$ cat config.mk
export PLATFORM = sky130hd
export DESIGN_NAME = tap_timer
export DESIGN_NICKNAME = d
export VERILOG_FILES = /design/src/rtl/tap_timer_pkg.sv /design/src/rtl/tt_edge_sync.sv /design/src/rtl/tt_mode_ctl.sv /design/src/rtl/tt_chain.sv /design/src/rtl/tt_tap_sel.sv /design/src/rtl/tap_timer.sv
export SDC_FILE = /design/constraint.sdc
export NUM_CORES = 1
export LEC_CHECK = 0
export ABC_AREA = 1
export BUFFER_PORTS_ARGS = -buffer_cell sky130_fd_sc_hd__clkbuf_2
export CAP_MARGIN = 20
export CORE_ASPECT_RATIO = 1.25
export CORE_MARGIN = 1.5
export CORE_UTILIZATION = 40
export CTS_CLUSTER_DIAMETER = 30
export DETAILED_ROUTE_END_ITERATION = 6
export PLACE_DENSITY = 0.6
export SYNTH_ARGS = -nofsm -noshare
export SYNTH_HDL_FRONTEND = slang
export SYNTH_SLANG_ARGS = --single-unit
$ cat constraint.sdc
create_clock -name clk -period 5.5 [get_ports clk]
set_input_delay 1.375 -clock clk [delete_from_list [all_inputs] [get_ports clk]]
set_output_delay 1.375 -clock clk [all_outputs]
set_load 0.01 [all_outputs]
$ cat src/rtl/tap_timer_pkg.sv
package tap_timer_pkg;
  typedef enum logic [1:0] {
    MD_RUN   = 2'd0,
    MD_CLEAR = 2'd1,
    MD_FILL  = 2'd2,
    MD_SPLIT = 2'd3
  } tt_mode_e;
endpackage

$ cat src/rtl/tt_edge_sync.sv
module tt_edge_sync #(
  parameter int SYNC_STAGES = 2
) (
  input  logic clk,
  input  logic rst,
  input  logic tick_in,
  output logic fall
);
  localparam int MSB = SYNC_STAGES - 1;

  logic [MSB:0] sync_q;
  logic         prev_q;

  generate
    if (SYNC_STAGES == 1) begin : g_one
      always_ff @(posedge clk) begin
        if (rst) sync_q <= '0;
        else     sync_q <= tick_in;
      end
    end else begin : g_many
      always_ff @(posedge clk) begin
        if (rst) sync_q <= '0;
        else     sync_q <= {sync_q[MSB-1:0], tick_in};
      end
    end
  endgenerate

  always_ff @(posedge clk) begin
    if (rst) prev_q <= 1'b0;
    else     prev_q <= sync_q[MSB];
  end

  assign fall = prev_q & ~sync_q[MSB];
endmodule

$ cat src/rtl/tt_mode_ctl.sv
module tt_mode_ctl
  import tap_timer_pkg::*;
(
  input  logic     fall,
  input  logic     hold,
  input  logic     skip_low,
  input  logic     force_hi,
  input  logic     force_lo,
  output tt_mode_e mode,
  output logic     step
);
  always_comb begin
    if (force_hi && force_lo && skip_low) mode = MD_SPLIT;
    else if (force_lo)                    mode = MD_CLEAR;
    else if (force_hi)                    mode = MD_FILL;
    else                                  mode = MD_RUN;
  end

  assign step = fall & ~hold;
endmodule

$ cat src/rtl/tt_chain.sv
module tt_chain
  import tap_timer_pkg::*;
#(
  parameter int STAGES     = 24,
  parameter int SECT_W     = 8,
  parameter int BYP_STAGES = 8
) (
  input  logic              clk,
  input  logic              rst,
  input  tt_mode_e          mode,
  input  logic              step,
  input  logic              skip_low,
  output logic [STAGES-1:0] cnt_q
);
  localparam int NSECT    = STAGES / SECT_W;
  localparam int BYP_SECT = BYP_STAGES / SECT_W;

  logic [NSECT-1:0] carry;
  logic [NSECT-1:0] run_en;

  assign carry[0] = step & ~skip_low;

  for (genvar g = 0; g < NSECT; g++) begin : g_sect
    localparam bit IS_ENTRY = (g == BYP_SECT);
    logic [SECT_W-1:0] sec_q;
    logic              inject;

    assign inject    = IS_ENTRY ? (step & skip_low) : 1'b0;
    assign run_en[g] = carry[g] | inject;

    if (g < NSECT - 1) begin : g_carry
      assign carry[g+1] = run_en[g] & (&sec_q);
    end

    always_ff @(posedge clk) begin
      if (rst) begin
        sec_q <= '0;
      end else begin
        unique case (mode)
          MD_CLEAR: sec_q <= '0;
          MD_FILL:  sec_q <= '1;
          MD_SPLIT: if (step)      sec_q <= sec_q + 1'b1;
          default:  if (run_en[g]) sec_q <= sec_q + 1'b1;
        endcase
      end
    end

    assign cnt_q[g*SECT_W +: SECT_W] = sec_q;
  end
endmodule

$ cat src/rtl/tt_tap_sel.sv
module tt_tap_sel #(
  parameter int STAGES = 24,
  parameter int TAPS   = 16,
  parameter int SEL_W  = 4
) (
  input  logic              clk,
  input  logic              rst,
  input  logic [STAGES-1:0] cnt,
  input  logic [SEL_W-1:0]  sel,
  output logic              tap_q
);
  localparam int BASE = STAGES - TAPS;

  logic [TAPS-1:0] upper;
  assign upper = cnt[STAGES-1:BASE];

  logic unused_low;
  assign unused_low = ^cnt[BASE-1:0];

  always_ff @(posedge clk) begin
    if (rst) tap_q <= 1'b0;
    else     tap_q <= upper[sel];
  end
endmodule

$ cat src/rtl/tap_timer.sv
module tap_timer
  import tap_timer_pkg::*;
#(
  parameter int STAGES      = 24,
  parameter int SECT_W      = 8,
  parameter int BYP_STAGES  = 8,
  parameter int SEL_W       = 4,
  parameter int SYNC_STAGES = 2
) (
  input  logic              clk,
  input  logic              rst,
  input  logic              tick_in,
  input  logic              hold,
  input  logic              skip_low,
  input  logic [SEL_W-1:0]  sel,
  input  logic              force_hi,
  input  logic              force_lo,
  output logic              tap_out,
  output logic [STAGES-1:0] count_out
);
  localparam int TAPS = 1 << SEL_W;

  logic     fall;
  logic     step;
  tt_mode_e mode;

  tt_edge_sync #(.SYNC_STAGES(SYNC_STAGES)) u_sync (
    .clk(clk), .rst(rst), .tick_in(tick_in), .fall(fall)
  );

  tt_mode_ctl u_mode (
    .fall(fall), .hold(hold), .skip_low(skip_low),
    .force_hi(force_hi), .force_lo(force_lo),
    .mode(mode), .step(step)
  );

  tt_chain #(.STAGES(STAGES), .SECT_W(SECT_W), .BYP_STAGES(BYP_STAGES)) u_chain (
    .clk(clk), .rst(rst), .mode(mode), .step(step),
    .skip_low(skip_low), .cnt_q(count_out)
  );

  tt_tap_sel #(.STAGES(STAGES), .TAPS(TAPS), .SEL_W(SEL_W)) u_tap (
    .clk(clk), .rst(rst), .cnt(count_out), .sel(sel), .tap_q(tap_out)
  );
endmodule

==> impl_results.md, run 1 <==
* Num CTS Buffers at 3
* CTS Buffer Depth at 2
* HPWL after DPL at just over 3 mm
* Delay-heaviest family, CP: buffers and inverters
* Share of the synthesized area in the top cell type at 31.0%
* WS Path Type: primary input to register
* Top cells by count, synth: nand2_1, nor2_1, inv_1, nand3_1, dfxtp_1
* Mux cell area share after synthesis at 0%
* P&R area growth vs syn at 13.0%
* TritonCTS clock tree: yes
* Levels on crit path at 11
* Post-Syn Area at between 1500 and 2000 um2
* Final setup violation count at 0
* FF/Latch Area at between 500 and 600 um2
* Synth Area in Compound Gates at 16.3%
* Sw frac at ~36%
* Cells after synthesis at slightly below 300
* TritonRoute pass-1 iters at 4
* Final min period at ~3.1 ns
* FILL cells at between 400 and 500
* Placer Congestion at 0.879
* Final hold vios at 0
* Largest net degree at the start of global routing at 25
* LEAKAGE at about 0.001 uW
* Min-delay src: u_sync.sync_q[0]$_SDFF_PP0_
* Average size of a mapped cell at 6.25 um2
* Wire length of the first global-routing pass at around 7.5 mm
* Antenna-violating nets left at 0
* Port bufs at 35
* Fin Setup TNS at 0 ns
* Height of the chip at slightly below 80 um
* Worst slew margin at 52.8%
* Post-synth EDFFs at 0
* Power per cell area at 268 nW/um2
* Row count at 27
* Critical-path cell list: clkbuf_2, inv_1, a21boi_0, ha_1, clkinv_1, nand3_1, nand2_1, inv_1, nand3_1, nand2_1, nor2_1
* Core area at about 4400 um2
* Worst R2R End: u_chain.g_sect[1].sec_q[4]$_SDFFE_PP0P_
* Pint at approximately 350 uW
* Worst hold slack at 0.408 ns
* Top cells by area, synth: dfxtp_1, nand2_1, nor2_1, nand3_1, inv_1
* Post-synthesis simple-gate area fraction at between 30% and 40%
* Routed len/inst at about 11 um
* Post-synthesis sequential area ratio at between 30 and 40%
* Cell taking the most area after synthesis: dfxtp_1
* Clk sink count at 28
* Via count at 1877
* Number of library cell types mapped by synthesis at 26
* Top-count cell post-synth: nand2_1
* RSZ-0062 raised after global routing: false
* Layout cells sized above 1 at 14.8%
* Max VDD drop at 103 uV
* Synth warn at 0
* Root Buffer Master: clkbuf_8
* Setup Buffers After CTS at 0
* Hold Crit Depth at 2
* Grt ovf at 0
* Worst Hold Class: register to register
* Achievable Freq at roughly 0.32 GHz
* Largest family of logic cells by synthesized area: simple AND/OR/NAND/NOR gates
* Startpoint Class: primary input
* CP max stage delay at approximately 0.55 ns
* Logic pwr share at between 20 and 30%
* Cells on worst reg2reg path at 10
* Max-cap violations at 0
* Nets at 335
* XOR/XNOR Fraction of Synth Area at less than 1%
* Total global-route track usage at 18.1%
* Ys flop type: dfxtp_1
* Die Span X at 63.1 um
* H-tree levels at 1
* Post-synthesis register bit count at 28
* Clk pwr share at between 20% and 30%
* Inserted Diodes at 0
* DR vias/cell at approximately 5.0
* Register clock-pin slew on the reported worst setup and hold paths at around 0.1 ns
* Final core occ at between 40% and 50%
* Fraction of the mapped netlist area in adder cells at under 10%
* Worst R2R Setup Slack at ~3.7 ns
* RR Startpoint: u_chain.g_sect[0].sec_q[0]$_SDFFE_PP0P_
* Psw at ~200 uW
* Hold endpoint: u_sync.sync_q[1]$_SDFF_PP0_
* Crit-path max FO at 17
* Fin. max-slew vios at 0
* Register share of total power at between 40% and 50%
* Status: finished clean
* # DRC at 0
* Worst path bufs/invs at 4
* Data arrival, critical path at between 3 and 4 ns
* Crit path capture type: register
* Multi-input logic area at around 1000 um2
* Hold bufs inserted after CTS at 0
* FFs w/ async S/R, synth at 0%
* Required time of the critical path at 5.68 ns
* Initial DRC Count at about 70
* Synthesized Nets at between 300 and 400
* Crit share post-route at between 50% and 60%
* Full die area at ~5000 um2
* Routed wire length at roughly 4.3 mm
* Worst-Margin Slew at 0.707 ns
* Slowest-stage cell, CP: ha_1
* Vias in the first global route at ~1700
* Initial antenna violation count at 0
* Clock Latency Late Sink at 0.27 ns
* CTS-repair resized insts at 0
* Starting density of the core at about two fifths
* Clock skew at between 0.003 and 0.004 ns
* IO Count at 36
## how the worst max path moves through the flow
| stage | from | endpoint | slack (ns) |
|---|---|---|---|
| 3_5_place_dp | skip_low | u_chain.g_sect[2].sec_q[4]$_SDFFE_PP0P_ | 2.11 |
| 5_1_grt | skip_low | u_chain.g_sect[2].sec_q[4]$_SDFFE_PP0P_ | 2.18 |
| 3_3_place_gp | skip_low | u_chain.g_sect[2].sec_q[4]$_SDFFE_PP0P_ | 2.18 |
| 2_1_floorplan | skip_low | u_chain.g_sect[1].sec_q[5]$_SDFFE_PP0P_ | 2.57 |
| 4_1_cts | skip_low | u_chain.g_sect[2].sec_q[4]$_SDFFE_PP0P_ | 2.41 |
| 6_report | skip_low | u_chain.g_sect[2].sec_q[4]$_SDFFE_PP0P_ | 2.41 |
## placed cells by master (no fill, tap or decap), types with 2 or more instances in the layout
cell	count
nand2_1	58
nor2_1	53
inv_1	37
clkbuf_2	35
nand3_1	30
dfxtp_1	28
o21ai_0	25
a21oi_1	20
nand4_1	5
o211ai_1	5
ha_1	5
clkbuf_8	4
nor2_4	2
nand2_2	2
## tightest hold or removal path, stage by stage (launching register included)
cell and delay (ns):
dfxtp_1 0.31, inv_1 0.04, nor2_1 0.03
## layer usage
metal | vias to the layer above | share of wire [%] | routed length [um] | global-route usage [%]
li1 | 989 | - | - | -
met4 | 0 | 0.79 | 34 | 5.56
met2 | 44 | 47 | 2010 | 31.4
met1 | 840 | 47 | 2040 | 23.2
met3 | 4 | 5.2 | 226 | 2.44
met5 | - | 0 | 0 | 0
## logic make-up after synthesis
kind of cell / count (synthesis)
simple gates: 153
compound gates: 53
buf+inv: 48
flops: 28
fa+ha+maj: 5
xor+xnor: 2
## flip-flops by register name, summed over array words and instances (netlist names)
signal and count:
u_sync.prev_q 1, u_chain.g_sect.sec_q 24, u_sync.sync_q 2, u_tap.tap_q 1
## per-stage QoR
step / setup slack [ns] / std cells / total power (uW) / area, um2
final: 2.41 / 376 / 548 / 2040
after global routing: 2.18 / 376 / 592 / 2040
after global placement: 2.18 / 372 / 424 / 1990
after detailed placement: 2.11 / 372 / 425 / 1990
after floorplan: 2.57 / 289 / 377 / 1810
after CTS: 2.41 / 376 / 554 / 2040
## layout make-up
class | instances | area share [%]
clock buffer | 4 | 2.70
inverter | 38 | 6.99
multi-input combinational | 213 | 50.7
sequential | 28 | 27.5
tap | 58 | 3.56
timing repair buffer | 35 | 8.58
## power by group through the flow
stage          combinational, uW  sequential (uW)  clock (uW)
2_1_floorplan                111              266           0
5_1_grt                      183              265         144
4_1_cts                      162              259         133
3_5_place_dp                 161              264           0
3_3_place_gp                 160              264           0
6_report                     160              259         128
Note: power is estimated with default switching activity, not from simulation.
==> inputs of run 2 (changes only) <==
Settings changed: PLACE_DENSITY 0.6 to 0.62.
Clock period 5.5 ns to 2.8 ns, I/O delays scaled along.
==> run 2 against run 1 <==
- setup slack worse by 1.9 ns
- first-iteration DRC count is 40% higher
- design area is 1.1% higher
- via count is 1.2% lower
- flip-flop and latch count stayed put
- sequential power is 97% higher
- clock power is 100% higher
- register-to-register slack worse by 2.6 ns
- critical path depth stayed put
- global-route usage is 0.81 points higher
- clock skew is 0.0017 ns lower
- combinational power is 97% higher
==> impl_results.md, run 2 (synthesis gave the netlist of run 1 again) <==
* Most frequent cells in the layout: nand2_1, nor2_1, inv_1
* Largest net degree at the start of global routing at 25 (unchanged)
* DR vias/cell at 4.89 (-2.0%)
* Levels on crit path at 11 (unchanged)
* Biggest regs: u_chain.g_sect.sec_q x24, u_sync.sync_q x2
* TritonRoute pass-1 iters at 4 (unchanged)
* Max-cap violations at 0 (unchanged)
* P&R area growth vs syn at 14.2%
* Critical-path cell list: clkbuf_2, inv_1, a21boi_0, ha_1, nor2_4, inv_1, nand2_1, nand2_1, nand2_1, inv_1, a21oi_1
* Fin worst setup slack at 0.522 ns (-1.89 ns)
* Final hold vios at 0 (unchanged)
* Power per cell area at 525 nW/um2 (+96%)
* Antenna-violating nets left at 0 (unchanged)
* Routed wire length at 4.25 mm (-1.6%)
* Crit-path max FO at 10 (-7)
* Max VDD drop at 230 uV (+120%)
* Wire length of the first global-routing pass at 7.67 mm (+2.5%)
* Multi-input logic area at 1030 um2 (unchanged)
* Final setup violation count at 0 (unchanged)
* Achievable Freq at between 0.4 and 0.5 GHz
* CTS Buffer Depth at 2 (unchanged)
* Initial DRC Count at 95 (+40%)
* Setup Buffers After CTS at 0 (unchanged)
* Full die area at 4930 um2 (unchanged)
* IO Count at 36 (unchanged)
* Psw at 389 uW (+98%)
* Starting density of the core at 41.5% (unchanged)
* Num CTS Buffers at 3 (unchanged)
* Hold Crit Depth at 2 (unchanged)
* Core area at 4360 um2 (unchanged)
* Startpoint Class: primary input
* Worst path bufs/invs at 4 (unchanged)
* Grt ovf at 0 (unchanged)
* Pint at 694 uW (+98%)
* Final min period at ~2.3 ns
* Clk pwr share at 23.8% (+0.4 points)
* Final core occ at 47.3% (+0.52 points)
* Register clock-pin slew on the reported worst setup and hold paths at 0.10 ns (about the same)
* Fin Setup TNS at 0 ns (unchanged)
* Worst hold slack at 0.406 ns (-0.00137 ns)
* Pwr Total at 1080 uW (+98%)
* RSZ-0062 raised after global routing: false
* Hold bufs inserted after CTS at 0 (unchanged)
* Fin. max-slew vios at 0 (unchanged)
* Data arrival, critical path at 2.49 ns (-0.77 ns)
* Vias in the first global route at 1713 (+1.4%)
* Status: finished clean
* HPWL after DPL at 3.14 mm (+1.7%)
* # DRC at 0 (unchanged)
* Worst-Margin Slew at 0.675 ns (-0.0326 ns)
* Root Buffer Master: clkbuf_8
* Initial antenna violation count at 0 (unchanged)
* Sw frac at 35.9% (-0.044 points)
* Cells on worst reg2reg path at 10 (unchanged)
* Placer Congestion at 0.783 (-11%)
* Inserted Diodes at 0 (unchanged)
* CP max stage delay at 0.42 ns (-0.13 ns)
* TritonCTS clock tree: yes
* FILL cells at 486 (+6.1%)
* Delay-heaviest family, CP: simple AND/OR/NAND/NOR gates
* Worst Hold Class: register to register
* LEAKAGE at 0.00104 uW (+1.3%)
* FF/Latch Area at 561 um2 (unchanged)
* Crit path capture type: register
* Required time of the critical path at 3.02 ns (-2.66 ns)
* WS Path Type: primary input to register
* Slowest-stage cell, CP: ha_1
* Clk sink count at 28 (unchanged)
* Worst slew margin at 55.0% (+2.2 points)
* Via count at 1855 (-1.2%)
* Height of the chip at 78.1 um (unchanged)
* Port bufs at 35 (unchanged)
* Clock Latency Late Sink at 0.28 ns (about the same)
* Dpl ws at 0.200 ns (-1.91 ns)
* CTS-repair resized insts at 0 (unchanged)
* Commonest non-fill, non-tap cell in the layout: nand2_1
* Nets at 338 (+0.90%)
* Total global-route track usage at 18.9% (+0.81 points)
* Clock skew at 0.00221 ns (-0.00173 ns)
* Register share of total power at 47.0% (-0.3 points)
* Row count at 27 (unchanged)
* Layout cells sized above 1 at 15.6% (+0.80 points)
* Crit share post-route at about four fifths
* Largest reg by FF count: u_chain.g_sect.sec_q
* Die Span X at 63.1 um (unchanged)
* H-tree levels at 1 (unchanged)
* Max FFs per register at 24 (unchanged)
* Logic pwr share at 29.2% (about the same)
* Routed len/inst at 11.2 um (-2.4%)
## run 2: changes by cell type in the layout (fill, tap and decap cells not counted)
| cell | delta |
|---|---|
| buf_4 | +3 |
## run 2: final timing paths
| path | slack [ns] | start | endpoint |
|---|---|---|---|
| worst max register to register | 1.01 | u_chain.g_sect[0].sec_q[0]$_SDFFE_PP0P_ | u_chain.g_sect[1].sec_q[4]$_SDFFE_PP0P_ |
| worst min register to register | 0.41 | u_sync.sync_q[0]$_SDFF_PP0_ | u_sync.sync_q[1]$_SDFF_PP0_ |
| worst min-delay path | 0.41 | u_sync.sync_q[0]$_SDFF_PP0_ | u_sync.sync_q[1]$_SDFF_PP0_ |
| worst max-delay path | 0.52 | skip_low | u_chain.g_sect[0].sec_q[5]$_SDFFE_PP0P_ |
## run 2: tightest hold or removal path: stages, from the launching register on
cell     delay [ns]
dfxtp_1        0.31
inv_1          0.04
nor2_1         0.03
## run 2: cell type report
class / instances / area share [%]
well taps: 58 / 3.52
repair buffers: 38 / 9.58
flip-flops and latches: 28 / 27.2
multi-input cells: 213 / 50.2
inverters: 38 / 6.91
clock buffers: 4 / 2.67
## run 2: metrics by stage
stage / instance area [um2] / cells
6_report: 2060 / 379
3_5_place_dp: 2010 / 375
2_1_floorplan: 1810 / 289
5_1_grt: 2060 / 379
3_3_place_gp: 2010 / 375
4_1_cts: 2060 / 379
## run 2: per-layer routing
layer,global-route usage [%],up-vias,part of all wire (%)
met4,6.22,0,1.0
met2,34.1,37,49
met3,2.44,4,3.8
met5,0,-,0
li1,-,998,-
met1,23.0,816,47
## run 2: power groups by stage
stage | combinational [uW] | sequential, uW | clock [uW]
floorplan | 219 | 522 | 0
global placement | 318 | 519 | 0
detailed placement | 319 | 518 | 0
CTS | 321 | 509 | 269
global route | 370 | 519 | 284
finish | 316 | 509 | 258
==> inputs of run 3 (changes only) <==
Clock period 2.8 ns to 1.9 ns, I/O delays scaled along.
==> run 3 against run 2 <==
- global-route usage hardly changed
- sequential share of layout area is 1.3 points lower
- sequential power is 44% higher
- flip-flop and latch count stayed put
- clock power is 90% higher
- combinational power is 66% higher
- utilization is 2.5 points higher
- register-to-register slack worse by 0.74 ns
- design area is 5.2% higher
- critical path type is now register to register
- routed wire length is 2.8% higher
- first-iteration DRC count is 12% lower
==> impl_results.md, run 3 (synthesis gave the netlist of run 1 again) <==
* Status: finished clean
* Routed len/inst at 11.2 um (-0.12%)
* Starting density of the core at 41.5% (unchanged)
* TritonCTS clock tree: yes
* Hold bufs inserted after CTS at 0 (unchanged)
* Worst hold slack at 0.374 ns (-0.0327 ns)
* CP max stage delay at 0.38 ns (-0.04 ns)
* Worst Hold Class: primary input to register
* Data arrival, critical path at 1.82 ns (-0.67 ns)
* Final hold vios at 0 (unchanged)
* Row count at 27 (unchanged)
* Clock Latency Late Sink at 0.28 ns (about the same)
* Core area at 4360 um2 (unchanged)
* Clock skew at 0.00746 ns (+0.00526 ns)
* Largest reg by FF count: u_chain.g_sect.sec_q
* Num CTS Buffers at 3 (unchanged)
* CP dominant cell by count: nand2_1
* Final setup violation count at 0 (unchanged)
* Worst-Margin Slew at 0.301 ns (-0.373 ns)
* Final std cells w/o fill at 390 (+2.9%)
* Die Span X at 63.1 um (unchanged)
* Required time of the critical path at 2.09 ns (-0.93 ns)
* Worst slew margin at 79.8% (+25 points)
* Fin worst setup slack at 0.270 ns (-0.252 ns)
* Biggest regs: u_chain.g_sect.sec_q x24, u_sync.sync_q x2
* Layout cells sized above 1 at 18.7% (+3.1 points)
* Fin. max-slew vios at 0 (unchanged)
* CTS Buffer Depth at 2 (unchanged)
* Root Buffer Master: clkbuf_8
* Total global-route track usage at 18.9% (about the same)
* H-tree levels at 1 (unchanged)
* Grt ovf at 0 (unchanged)
* Antenna-violating nets left at 0 (unchanged)
* Nets at 349 (+3.3%)
* Max FFs per register at 24 (unchanged)
* Largest net degree at the start of global routing at 25 (unchanged)
* Port bufs at 35 (unchanged)
* Initial DRC Count at 84 (-12%)
* Wire length of the first global-routing pass at 7.61 mm (-0.72%)
* Dpl ws at -0.0944 ns (-0.294 ns)
* Initial antenna violation count at 0 (unchanged)
* P&R area growth vs syn at 20.2%
* Crit path capture type: register
* Register clock-pin slew on the reported worst setup and hold paths at 0.11 ns (about the same)
* RSZ-0062 raised after global routing: false
* IO Count at 36 (unchanged)
* Commonest non-fill, non-tap cell in the layout: nand2_1
* Crit share post-route at 85.8%
* TritonRoute pass-1 iters at 4 (unchanged)
* Full die area at 4930 um2 (unchanged)
* Pwr Total at 1750 uW (+61%)
* Achievable Freq at ~0.61 GHz
* Final min period at roughly 1.6 ns
* Placer Congestion at 0.841 (+7.3%)
* Slowest-stage cell, CP: dfxtp_1
* Height of the chip at 78.1 um (unchanged)
* Most frequent cells in the layout: nand2_1, nor2_1, inv_1
* Inserted Diodes at 0 (unchanged)
* Vias in the first global route at 1752 (+2.3%)
* Critical-path cell list: ha_1, nand2_1, nor2_1, nand2_1, nand2_1, nand2_1, nand2_4, inv_1, nor2_1, nor2_1
* Post-placement cell count at 386 (+2.9%)
* WS Path Type: register to register
* Power per cell area at 805 nW/um2 (+53%)
* Via count at 1888 (+1.8%)
* HPWL after DPL at 3.16 mm (+0.50%)
* Max-cap violations at 0 (unchanged)
* Crit-path max FO at 20 (+10)
* Max VDD drop at 373 uV (+62%)
* Clk sink count at 28 (unchanged)
* DR vias/cell at 4.84 (-1.1%)
* Routed wire length at 4.37 mm (+2.8%)
* LEAKAGE at 0.00111 uW (+6.1%)
* # DRC at 0 (unchanged)
* Startpoint Class: register
-- run 3: final cells by class --
class / count / area [um2]
Clock inverter: 1 / 30.0
Fill cell: 478 / 2190
Clock buffer: 3 / 41.3
Sequential cell: 28 / 561
Tap cell: 58 / 72.6
Multi-Input combinational cell: 213 / 1040
Timing Repair Buffer: 49 / 280
Inverter: 38 / 143
-- run 3: path summary, 6_finish.rpt --
path | slack, ns | start | cells after the start | end
worst max-delay path | 0.27 | u_chain.g_sect[0].sec_q[1]$_SDFFE_PP0P_ | 10 | u_chain.g_sect[1].sec_q[5]$_SDFFE_PP0P_
worst min-delay path | 0.37 | tick_in | 3 | u_sync.sync_q[0]$_SDFF_PP0_
worst max register to register | 0.27 | u_chain.g_sect[0].sec_q[1]$_SDFFE_PP0P_ | 10 | u_chain.g_sect[1].sec_q[5]$_SDFFE_PP0P_
worst min register to register | 0.41 | u_sync.sync_q[0]$_SDFF_PP0_ | 2 | u_sync.sync_q[1]$_SDFF_PP0_
-- run 3: power by group --
part	switching [uW]	total (uW)	internal, uW
logic	309	524	214
registers	80.0	735	655
clock network	207	490	283
-- run 3: per-layer routing --
metal	global-route usage (%)	up-vias	routed length [um]
li1	-	1011	-
met5	0	-	0
met3	2.87	4	133
met2	33.0	35	2130
met4	7.11	0	31
met1	23.4	838	2080
-- run 3: worst max-delay path, delay by kind of cell, from the launching register on --
| family | cells | cell delay [ns] |
|---|---|---|
| buf+inv | 1 | 0.13 |
| fa+ha+maj | 1 | 0.22 |
| simple gates | 8 | 0.80 |
| flops | 1 | 0.38 |
-- run 3: per-stage QoR --
stage / setup TNS [ns] / instance area [um2] / util [%]
6_report: 0 / 2170 / 49.8
3_3_place_gp: -0.598 / 2090 / 48.1
3_5_place_dp: -0.825 / 2090 / 48.1
4_1_cts: 0 / 2170 / 49.7
2_1_floorplan: -0.0399 / 1810 / -
5_1_grt: 0 / 2170 / 49.8
-- run 3: timing repair --
item,4_1_cts,5_1_grt
setup buffers,0,0
endpoints found under the hold margin,0,0
endpoints found under the setup margin,0,10
resized for setup,0,1
